`config.mk`:
```
export PLATFORM = sky130hd
export DESIGN_NAME = reset_supervisor
export DESIGN_NICKNAME = d
export VERILOG_FILES = /design/src/rtl/rsup_pkg.sv /design/src/rtl/rsup_sync.sv /design/src/rtl/rsup_debounce.sv /design/src/rtl/rsup_watchdog.sv /design/src/rtl/rsup_hold.sv /design/src/rtl/reset_supervisor.sv
export SDC_FILE = /design/constraint.sdc
export NUM_CORES = 1
export LEC_CHECK = 0
export BUFFER_PORTS_ARGS = -buffer_cell sky130_fd_sc_hd__buf_2
export CAP_MARGIN = 20
export CORE_MARGIN = 2
export CORE_UTILIZATION = 30
export CTS_CLUSTER_SIZE = 25
export DETAILED_ROUTE_END_ITERATION = 16
export PLACE_DENSITY = 0.44
export SYNTH_ARGS = -nofsm -noshare
export SYNTH_HDL_FRONTEND = slang
export SYNTH_SLANG_ARGS = --single-unit
```
`constraint.sdc`:
```
create_clock -name clk_i -period 2.2 [get_ports clk_i]
set_input_delay 0.44 -clock clk_i [delete_from_list [all_inputs] [get_ports clk_i]]
set_output_delay 0.44 -clock clk_i [all_outputs]
set_load 0.01 [all_outputs]
```
`src/rtl/rsup_pkg.sv`:
```
package rsup_pkg;

    typedef enum logic {
        HOLD_IDLE   = 1'b0,
        HOLD_ACTIVE = 1'b1
    } hold_state_e;

    function automatic int unsigned pick_max(input int unsigned a, input int unsigned b);
        return (a > b) ? a : b;
    endfunction

    function automatic int unsigned pick_min(input int unsigned a, input int unsigned b);
        return (a < b) ? a : b;
    endfunction

    function automatic int unsigned cnt_width(input int unsigned n);
        int unsigned w;
        w = $clog2(n + 1);
        return (w < 1) ? 1 : w;
    endfunction

endpackage

```
`src/rtl/rsup_sync.sv`:
```
module rsup_sync #(
    parameter int unsigned      N    = 3,
    parameter logic [N-1:0]     INIT = '0
) (
    input  logic         clk_i,
    input  logic         rst_ni,
    input  logic [N-1:0] d_i,
    output logic [N-1:0] q_o
);

    typedef struct packed {
        logic [N-1:0] meta;
        logic [N-1:0] stable;
    } sync_t;

    sync_t st_d, st_q;

    always_comb begin
        st_d.meta   = d_i;
        st_d.stable = st_q.meta;
    end

    always_ff @(posedge clk_i or negedge rst_ni) begin
        if (!rst_ni) begin
            st_q.meta   <= INIT;
            st_q.stable <= INIT;
        end else begin
            st_q <= st_d;
        end
    end

    assign q_o = st_q.stable;

endmodule

```
`src/rtl/rsup_debounce.sv`:
```
module rsup_debounce #(
    parameter int unsigned DEB_CYC = 5
) (
    input  logic clk_i,
    input  logic rst_ni,
    input  logic pressed_i,
    output logic accepted_o
);

    localparam int unsigned W = rsup_pkg::cnt_width(DEB_CYC);
    localparam logic [W-1:0] LAST = W'(DEB_CYC - 1);

    typedef struct packed {
        logic [W-1:0] cnt;
        logic         acc;
    } deb_t;

    deb_t st_d, st_q;

    always_comb begin
        st_d = st_q;
        if (!pressed_i) begin
            st_d.cnt = '0;
            st_d.acc = 1'b0;
        end else if (st_q.cnt == LAST) begin
            st_d.acc = 1'b1;
        end else begin
            st_d.cnt = st_q.cnt + W'(1);
        end
    end

    always_ff @(posedge clk_i or negedge rst_ni) begin
        if (!rst_ni) begin
            st_q.cnt <= '0;
            st_q.acc <= 1'b0;
        end else begin
            st_q <= st_d;
        end
    end

    assign accepted_o = st_q.acc;

    AST_DEB_RELEASE_DROPS: assert property (@(posedge clk_i) disable iff (!rst_ni)
        !pressed_i |=> !st_q.acc);

    AST_DEB_HOLDS_WHILE_PRESSED: assert property (@(posedge clk_i) disable iff (!rst_ni)
        (pressed_i && st_q.acc) |=> st_q.acc);

endmodule

```
`src/rtl/rsup_watchdog.sv`:
```
module rsup_watchdog #(
    parameter int unsigned WD_CYC = 400
) (
    input  logic clk_i,
    input  logic rst_ni,
    input  logic hold_i,
    input  logic strobe_i,
    output logic bite_o
);

    localparam int unsigned W = rsup_pkg::cnt_width(WD_CYC);
    localparam logic [W-1:0] LAST = W'(WD_CYC - 1);

    typedef struct packed {
        logic [W-1:0] cnt;
        logic         prev;
        logic         bite;
    } wd_t;

    wd_t  st_d, st_q;
    logic activity;

    assign activity = strobe_i && !st_q.prev;

    always_comb begin
        st_d      = st_q;
        st_d.prev = strobe_i;
        st_d.bite = 1'b0;
        if (hold_i) begin
            st_d.cnt = '0;
        end else if (activity) begin
            st_d.cnt = '0;
        end else if (st_q.cnt == LAST) begin
            st_d.cnt  = '0;
            st_d.bite = 1'b1;
        end else begin
            st_d.cnt = st_q.cnt + W'(1);
        end
    end

    always_ff @(posedge clk_i or negedge rst_ni) begin
        if (!rst_ni) begin
            st_q.cnt  <= '0;
            st_q.prev <= 1'b0;
            st_q.bite <= 1'b0;
        end else begin
            st_q <= st_d;
        end
    end

    assign bite_o = st_q.bite;

    AST_WD_CLEAR_IN_RESET: assert property (@(posedge clk_i) disable iff (!rst_ni)
        hold_i |=> (st_q.cnt == '0 && !st_q.bite));

    AST_WD_EDGE_RESTARTS: assert property (@(posedge clk_i) disable iff (!rst_ni)
        (!hold_i && strobe_i && !st_q.prev) |=> (st_q.cnt == '0 && !st_q.bite));

    AST_WD_LEVEL_NO_RESTART: assert property (@(posedge clk_i) disable iff (!rst_ni)
        (!hold_i && strobe_i && st_q.prev && st_q.cnt != LAST) |=> (st_q.cnt == $past(st_q.cnt) + W'(1)));

endmodule

```
`src/rtl/rsup_hold.sv`:
```
module rsup_hold #(
    parameter int unsigned HOLD_CYC = 100
) (
    input  logic clk_i,
    input  logic rst_ni,
    input  logic req_i,
    output logic rst_o,
    output logic rst_no
);

    import rsup_pkg::*;

    localparam int unsigned W = cnt_width(HOLD_CYC);
    localparam logic [W-1:0] FULL = W'(HOLD_CYC);

    typedef struct packed {
        hold_state_e  state;
        logic [W-1:0] cnt;
        logic         rst;
        logic         rst_n;
    } hold_t;

    hold_t st_d, st_q;

    always_comb begin
        st_d = st_q;
        if (req_i) begin
            st_d.state = HOLD_ACTIVE;
            st_d.cnt   = FULL;
        end else if (st_q.state == HOLD_ACTIVE) begin
            if (st_q.cnt <= W'(1)) begin
                st_d.state = HOLD_IDLE;
                st_d.cnt   = '0;
            end else begin
                st_d.cnt = st_q.cnt - W'(1);
            end
        end
        st_d.rst   = (st_d.state == HOLD_ACTIVE);
        st_d.rst_n = (st_d.state != HOLD_ACTIVE);
    end

    always_ff @(posedge clk_i or negedge rst_ni) begin
        if (!rst_ni) begin
            st_q.state <= HOLD_ACTIVE;
            st_q.cnt   <= FULL;
            st_q.rst   <= 1'b1;
            st_q.rst_n <= 1'b0;
        end else begin
            st_q <= st_d;
        end
    end

    assign rst_o  = st_q.rst;
    assign rst_no = st_q.rst_n;

    AST_OUT_COMPLEMENT: assert property (@(posedge clk_i) disable iff (!rst_ni)
        (st_q.rst != st_q.rst_n));

    AST_REQ_ASSERTS: assert property (@(posedge clk_i) disable iff (!rst_ni)
        req_i |=> st_q.rst);

    AST_FULL_HOLD: assert property (@(posedge clk_i) disable iff (!rst_ni)
        $fell(st_q.rst) |-> ($past(st_q.cnt) == W'(1) && !$past(req_i)));

    AST_NO_EARLY_RELEASE: assert property (@(posedge clk_i) disable iff (!rst_ni)
        (st_q.rst && st_q.cnt > W'(1)) |=> st_q.rst);

endmodule

```
`src/rtl/reset_supervisor.sv`:
```
module reset_supervisor #(
    parameter int unsigned CLK_KHZ     = 125000,
    parameter int unsigned HOLD_MS     = 100,
    parameter int unsigned MIN_MS      = 25,
    parameter int unsigned WDOG_MS     = 400,
    parameter int unsigned WDOG_MAX_MS = 600,
    parameter int unsigned DEB_MS      = 5
) (
    input  logic clk_i,
    input  logic por_ni,
    input  logic supply_low_i,
    input  logic button_ni,
    input  logic strobe_i,
    output logic rst_o,
    output logic rst_no
);

    import rsup_pkg::*;

    localparam int unsigned HOLD_CYC = pick_max(HOLD_MS, MIN_MS) * CLK_KHZ;
    localparam int unsigned WDOG_CYC = pick_min(WDOG_MS, WDOG_MAX_MS) * CLK_KHZ;
    localparam int unsigned DEB_CYC  = pick_max(DEB_MS * CLK_KHZ, 1);

    localparam int unsigned IDX_SUPPLY = 0;
    localparam int unsigned IDX_BUTTON = 1;
    localparam int unsigned IDX_STROBE = 2;
    localparam int unsigned N_IN       = 3;
    localparam logic [N_IN-1:0] SYNC_INIT = 3'b011;

    logic [N_IN-1:0] raw_in;
    logic [N_IN-1:0] sync_in;
    logic            press_ok;
    logic            bite;
    logic            req;
    logic            rst_int;
    logic            rst_n_int;

    assign raw_in[IDX_SUPPLY] = supply_low_i;
    assign raw_in[IDX_BUTTON] = button_ni;
    assign raw_in[IDX_STROBE] = strobe_i;

    rsup_sync #(
        .N    (N_IN),
        .INIT (SYNC_INIT)
    ) i_sync (
        .clk_i  (clk_i),
        .rst_ni (por_ni),
        .d_i    (raw_in),
        .q_o    (sync_in)
    );

    rsup_debounce #(
        .DEB_CYC (DEB_CYC)
    ) i_debounce (
        .clk_i      (clk_i),
        .rst_ni     (por_ni),
        .pressed_i  (!sync_in[IDX_BUTTON]),
        .accepted_o (press_ok)
    );

    rsup_watchdog #(
        .WD_CYC (WDOG_CYC)
    ) i_watchdog (
        .clk_i    (clk_i),
        .rst_ni   (por_ni),
        .hold_i   (rst_int),
        .strobe_i (sync_in[IDX_STROBE]),
        .bite_o   (bite)
    );

    assign req = sync_in[IDX_SUPPLY] | press_ok | bite;

    rsup_hold #(
        .HOLD_CYC (HOLD_CYC)
    ) i_hold (
        .clk_i  (clk_i),
        .rst_ni (por_ni),
        .req_i  (req),
        .rst_o  (rst_int),
        .rst_no (rst_n_int)
    );

    assign rst_o  = rst_int;
    assign rst_no = rst_n_int;

    AST_SUPPLY_KEEPS_RESET: assert property (@(posedge clk_i) disable iff (!por_ni)
        sync_in[IDX_SUPPLY] |=> rst_o);

endmodule

```
==> run summary, run 1 <==
outcome -> completed
WP data required -> 2490 ps
Core Box Area -> 13100 um^2
Synth Instances -> 410
Worst Path Max Fanout -> 4
highest ir drop seen on vdd -> 0.360 mV
Crit Path Category -> register to register
CP arrival -> 2370 ps
Worst-Margin Slew -> 548 ps
Placer Congestion -> 0.870
CP endpoint kind -> register
register area share after synthesis -> 51.4%
yosys warns -> 0
Pwr Density -> 705 nW/um^2
Worst-path clk slew -> 60 ps
share of post-route cells with drive strength above 1 -> 15.8%
die footprint -> 14200 um^2
max incr delay on CP -> 630 ps
site row count -> 42
CTS tree -> yes
DR DRC count -> 0
Final Hold Fails -> 0
DRT antenna net count -> 0
clock sinks -> 81
Lkg Pwr -> 0.00179 uW
Setup WS post-layout -> 119 ps
hold crit path type -> input port to async pin
worst-case reg-to-reg path depth -> 4
Die X -> 119 um
Net Count, Synth -> 419
MaxCap Viol Count -> 0
Critical Path Start Type -> register
most frequent CP cell -> or4_1
#FFs+latches synth -> 81
Yosys top cell area share -> 40.2%
Total Wirelength -> 9.24 mm
Worst R2R Setup Slack -> 120 ps
Wirelength per Cell -> 14.9 um
GRT Total Usage -> 14.4%
CTS H-tree lvls -> 3
NumNets Final -> 447
P&R area growth vs syn -> 17.8%
CTS resizes -> 0
Worst path slowest cell -> or4_1
CTS buffer count -> 9
Post-CTS Setup Inserts -> 0
Synth area leader -> dfrtp_1
NetSw -> 776 uW
Main synth FF type -> dfrtp_1
drt first-iter violations -> 191
final worst path period need -> 2080 ps
r2r endpoint -> i_hold.st_q[23]
top routing layer in use -> met4
Post-Syn Area -> 3980 um^2
initial antenna violation count -> 0
met3 wire len -> 259 um
M1 WL -> 4.74 mm
area of the multi-input gates -> 1860 um^2
clock network power share -> 45.5%
Starting Density -> 30.4%
setup_tns -> 0 ps
Final setup viols -> 0
most instantiated cells after synthesis -> dfrtp_1, nor2_1, nand3_1
Storage cell area -> 2050 um^2
worst skew pair latency -> 340 ps
Slew Viols, Final -> 0
grt ovf -> 0
EDFF count, synth -> 0
RSZ-0062 raised after global routing -> false
DR pass1 iterations -> 4
Vias -> 3146
DR vias/cell -> 5.08
Root Driver -> clkbuf_16
power share of the combinational group -> 6.3%
Fillers -> 1331
# diodes -> 0
dpl hpwl -> 6.29 mm
dpl ws -> 76.6 ps
FF-to-FF Start -> i_hold.st_q[16]
Switching Fraction -> 23.5%
Yosys cell types -> 41
Worst Setup SP -> i_hold.st_q[16]
sequential fraction of design power -> 48.2%
top-count cell post-synth -> dfrtp_1
Port Buffers -> 6
Int Power -> 2530 uW
largest net degree at the start of global routing -> 38
Syn Area/Cell -> 9.71 um^2
# IOs -> 7
Post-CTS Hold Buffers -> 0
Slew Limit Headroom -> 63.2%
Async SR Flop Fraction -> 100%
die height -> 119 um
maximum buffer depth of the clock tree -> 2
WL met2 -> 4.03 mm
crit-path cells -> or4_1 -> or4_4 -> or4_1 -> nand3_1
first-pass GRT wire length -> 16.3 mm
Final Cycle Share -> 94.6%
Fmax -> 481 MHz
vias in the first global route -> 3131
Layout Skew -> 8.33 ps
largest cells by area after synthesis -> dfrtp_1, dfstp_2, nor2_1
[through the flow]
stage          utilization [%]  cell area, um^2  power, uW  std cells  hold slack (ps)
3_5_place_dp              33.5             4390       1820        603              345
4_1_cts                   35.7             4680       3360        619             98.9
5_1_grt                   35.8             4690       3470        619              115
3_3_place_gp              33.5             4390       1820        603              343
2_1_floorplan                -             3980       1710        410              144
6_report                  35.8             4690       3310        619             74.5
[cells by family (layout without fill, tap and decap cells)]
family	Yosys count	after routing	share of synthesized area, %
xor+xnor	40	40	8.80
buf+inv	25	58	2.39
compound gates	51	51	8.55
mux	1	1	0.251
flops	81	81	51.4
simple gates	208	208	27.3
fa+ha+maj	4	4	1.26
[worst max-delay path, delay by kind of cell (launching register included)]
family / cells / cell delay, ps
and+or+nand+nor: 4 / 1640
DFF: 1 / 370
[routing by layer]
layer | track usage, % | up-vias
met5 | 0 | -
met4 | 6.77 | 0
met3 | 3.11 | 16
met2 | 20.8 | 46
met1 | 20.5 | 1545
li1 | - | 1539
[cells in the final DEF, fill, tap and decap left out, types with 10 or more instances in the layout]
| master | count |
|---|---|
| dfrtp_1 | 64 |
| nor2_1 | 63 |
| nand3_1 | 28 |
| buf_4 | 25 |
| xnor2_1 | 23 |
| nand2_1 | 21 |
| nand4_1 | 20 |
| xor2_1 | 17 |
| dfstp_2 | 17 |
| nor3_1 | 15 |
| or3_1 | 13 |
| nor4_1 | 12 |
| o21ai_0 | 12 |
| inv_1 | 11 |
| a21oi_1 | 10 |
[power groups by stage]
| stage | sequential (uW) | clock [uW] | combinational [uW] |
|---|---|---|---|
| after global placement | 1610 | 0 | 204 |
| after global routing | 1600 | 1630 | 237 |
| after floorplan | 1600 | 0 | 112 |
| final | 1590 | 1500 | 209 |
| after detailed placement | 1610 | 0 | 208 |
| after CTS | 1590 | 1560 | 209 |
[state kept, by name (all words and copies together), names as in the netlist]
register               count
i_debounce.st_q           20
i_watchdog.st_q           27
i_debounce.accepted_o      1
i_hold.st_q               25
i_watchdog.bite_o          1
i_sync.q_o                 3
i_hold.rst_no              1
i_sync.st_d                3
[area by class of cell]
type | instances | share of cell area (%)
clock buffers | 13 | 5.33
clock inverters | 3 | 0.854
inverters | 11 | 0.880
multi-input cells | 304 | 39.6
flip-flops and latches | 81 | 43.7
well taps | 176 | 4.69
repair buffers | 31 | 4.96
[worst max path at each step]
stage                       to  slack (ps)  cells after the start
6_report       i_hold.st_q[23]         120                      4
3_3_place_gp   i_hold.st_q[24]         140                      7
5_1_grt        i_hold.st_q[19]          30                      5
2_1_floorplan  i_hold.st_q[23]         160                      5
3_5_place_dp   i_hold.st_q[24]          80                      7
4_1_cts        i_hold.st_q[24]          70                      7
Note: power is estimated with default switching activity, not from simulation.
==> run 2: changes to the inputs <==
==> constraint.sdc (replaced) <==
create_clock -name clk_i -period 2.2 [get_ports clk_i]
set_input_delay 0.33 -clock clk_i [delete_from_list [all_inputs] [get_ports clk_i]]
set_output_delay 0.33 -clock clk_i [all_outputs]
set_load 0.01 [all_outputs]
==> run summary, run 2 (same netlist as run 1, synthesis figures left out) <==
outcome -> completed
WP data required -> 2450 ps (-40 ps)
DR pass1 iterations -> 4 (unchanged)
total power -> 3210 uW (-2.8%)
Starting Density -> 30.4% (unchanged)
vias in the first global route -> 3097 (-1.1%)
crit-path cells -> or4_1 -> buf_4 -> nor4_1 -> and4_1 -> or4_1 -> nand3_1
Lkg Pwr -> 0.00180 uW (about the same)
CP Buf/Inv Count -> 1 (+1)
CTS buffer count -> 9 (unchanged)
WL met2 -> 4.02 mm (-0.22%)
Post-CTS Setup Inserts -> 0 (unchanged)
Worst-Margin Slew -> 539 ps (-9.10 ps)
Final setup viols -> 0 (unchanged)
DRT antenna net count -> 0 (unchanged)
Top reg by flops -> i_watchdog.st_q
Slew Limit Headroom -> 63.8% (+0.61 points)
top routing layer in use -> met4
Slew Viols, Final -> 0 (unchanged)
hold crit path type -> input port to register
final worst path period need -> 2030 ps (-54.6 ps)
Fmax -> 494 MHz (+2.7%)
# IOs -> 7 (unchanged)
P&R area growth vs syn -> 17.6%
die height -> 119 um (unchanged)
Worst Path Max Fanout -> 4 (unchanged)
clock sinks -> 81 (unchanged)
highest ir drop seen on vdd -> 0.358 mV (-0.40%)
# diodes -> 0 (unchanged)
Total Wirelength -> 9.16 mm (-0.83%)
Largest regs -> i_watchdog.st_q: 27 flops, i_hold.st_q: 25 flops, i_debounce.st_q: 20 flops
Wirelength per Cell -> 14.8 um (-0.83%)
Root Driver -> clkbuf_16
NumNets Final -> 447 (unchanged)
DR DRC count -> 0 (unchanged)
max reg flops -> 27 (unchanged)
M1 WL -> 4.72 mm (-0.32%)
kind of cell adding the most delay to the critical path -> simple AND/OR/NAND/NOR gates
dpl ws -> 73.4 ps (-3.26 ps)
GRT Total Usage -> 14.3% (-0.092 points)
setup_tns -> 0 ps (unchanged)
Worst path slowest cell -> or4_1
maximum buffer depth of the clock tree -> 2 (unchanged)
Port Buffers -> 6 (unchanged)
CP endpoint kind -> register
worst skew pair latency -> 340 ps (about the same)
Final Hold Fails -> 0 (unchanged)
CTS H-tree lvls -> 3 (unchanged)
CTS tree -> yes
largest net degree at the start of global routing -> 35 (-7.9%)
initial antenna violation count -> 0 (unchanged)
Worst-path clk slew -> 60 ps (about the same)
met3 wire len -> 262 um (+1.2%)
site row count -> 42 (unchanged)
Die X -> 119 um (unchanged)
Crit Path Category -> register to register
RSZ-0062 raised after global routing -> false
Final Cycle Share -> 92.1% (-2.5 points)
share of post-route cells with drive strength above 1 -> 16.0% (+0.23 points)
Core Box Area -> 13100 um^2 (unchanged)
die footprint -> 14200 um^2 (unchanged)
MaxCap Viol Count -> 0 (unchanged)
CP arrival -> 2280 ps (-90 ps)
max incr delay on CP -> 620 ps (about the same)
Placer Congestion -> 0.846 (-2.7%)
most frequent CP cell -> or4_1
Setup WS post-layout -> 174 ps (+54.6 ps)
grt ovf -> 0 (unchanged)
drt first-iter violations -> 207 (+8.4%)
commonest cells after routing, fill and taps aside -> dfrtp_1, nor2_1, nand3_1
Critical Path Start Type -> register
Layout Skew -> 5.71 ps (-2.62 ps)
dpl hpwl -> 6.20 mm (-1.5%)
Pwr Density -> 686 nW/um^2 (-2.6%)
commonest non-fill, non-tap cell in the layout -> dfrtp_1
DR vias/cell -> 5.02 (-1.1%)
Vias -> 3110 (-1.1%)
first-pass GRT wire length -> 16.0 mm (-2.0%)
final hold slack -> 89.9 ps (+15.4 ps)
[run 2: cell count changes in the layout (fill, tap and decap cells not counted), sizes merged]
cell	previous run	this run
clkinv	2	3
bufinv	1	0
buf	31	30
dlygate4sd3	0	1
[run 2: routing by layer]
| metal | track usage, % | up-vias |
|---|---|---|
| met5 | 0 | - |
| met4 | 6.03 | 0 |
| met3 | 3.30 | 8 |
| met2 | 20.6 | 29 |
| met1 | 20.6 | 1530 |
| li1 | - | 1543 |
[run 2: through the flow]
stage                     cell area (um^2)  instances  util, %
after floorplan                       3980        410        -
after global placement                4380        602     33.5
after detailed placement              4380        602     33.5
after CTS                             4660        619     35.6
after global routing                  4680        619     35.8
final                                 4680        619     35.8
[run 2: path summary, 6_finish.rpt]
path / from / endpoint / slack, ps / cells after the start
worst max-delay path: i_hold.st_q[16] / i_hold.st_q[17] / 170 / 6
worst min register to register: i_sync.st_d[2] / i_sync.q_o[2] / 350 / 0
worst min-delay path: supply_low_i / i_sync.st_d[0] / 90 / 1
min in group asynchronous: por_ni / i_debounce.st_q[17] / 490 / 2
worst max register to register: i_hold.st_q[16] / i_hold.st_q[17] / 170 / 6
max in group asynchronous: por_ni / i_hold.st_q[20] / 1040 / 3
[run 2: area by class of cell]
class,instances,area (um^2)
Tap cell,176,220
Clock buffer,13,260
Clock inverter,3,15.0
Timing Repair Buffer,31,235
Inverter,11,41.3
Fill cell,1335,8400
Sequential cell,81,2050
Multi-Input combinational cell,304,1860
[run 2: power by group]
group	switching (uW)	internal [uW]
clock	590	821
sequential	53.6	1540
combinational	127	84.8
total	771	2440
[run 2: timing repair]
item,CTS,global route
gates resized for setup,0,4
setup endpoints to repair,0,4
hold endpoints to repair,30,0
hold buffers,1,0
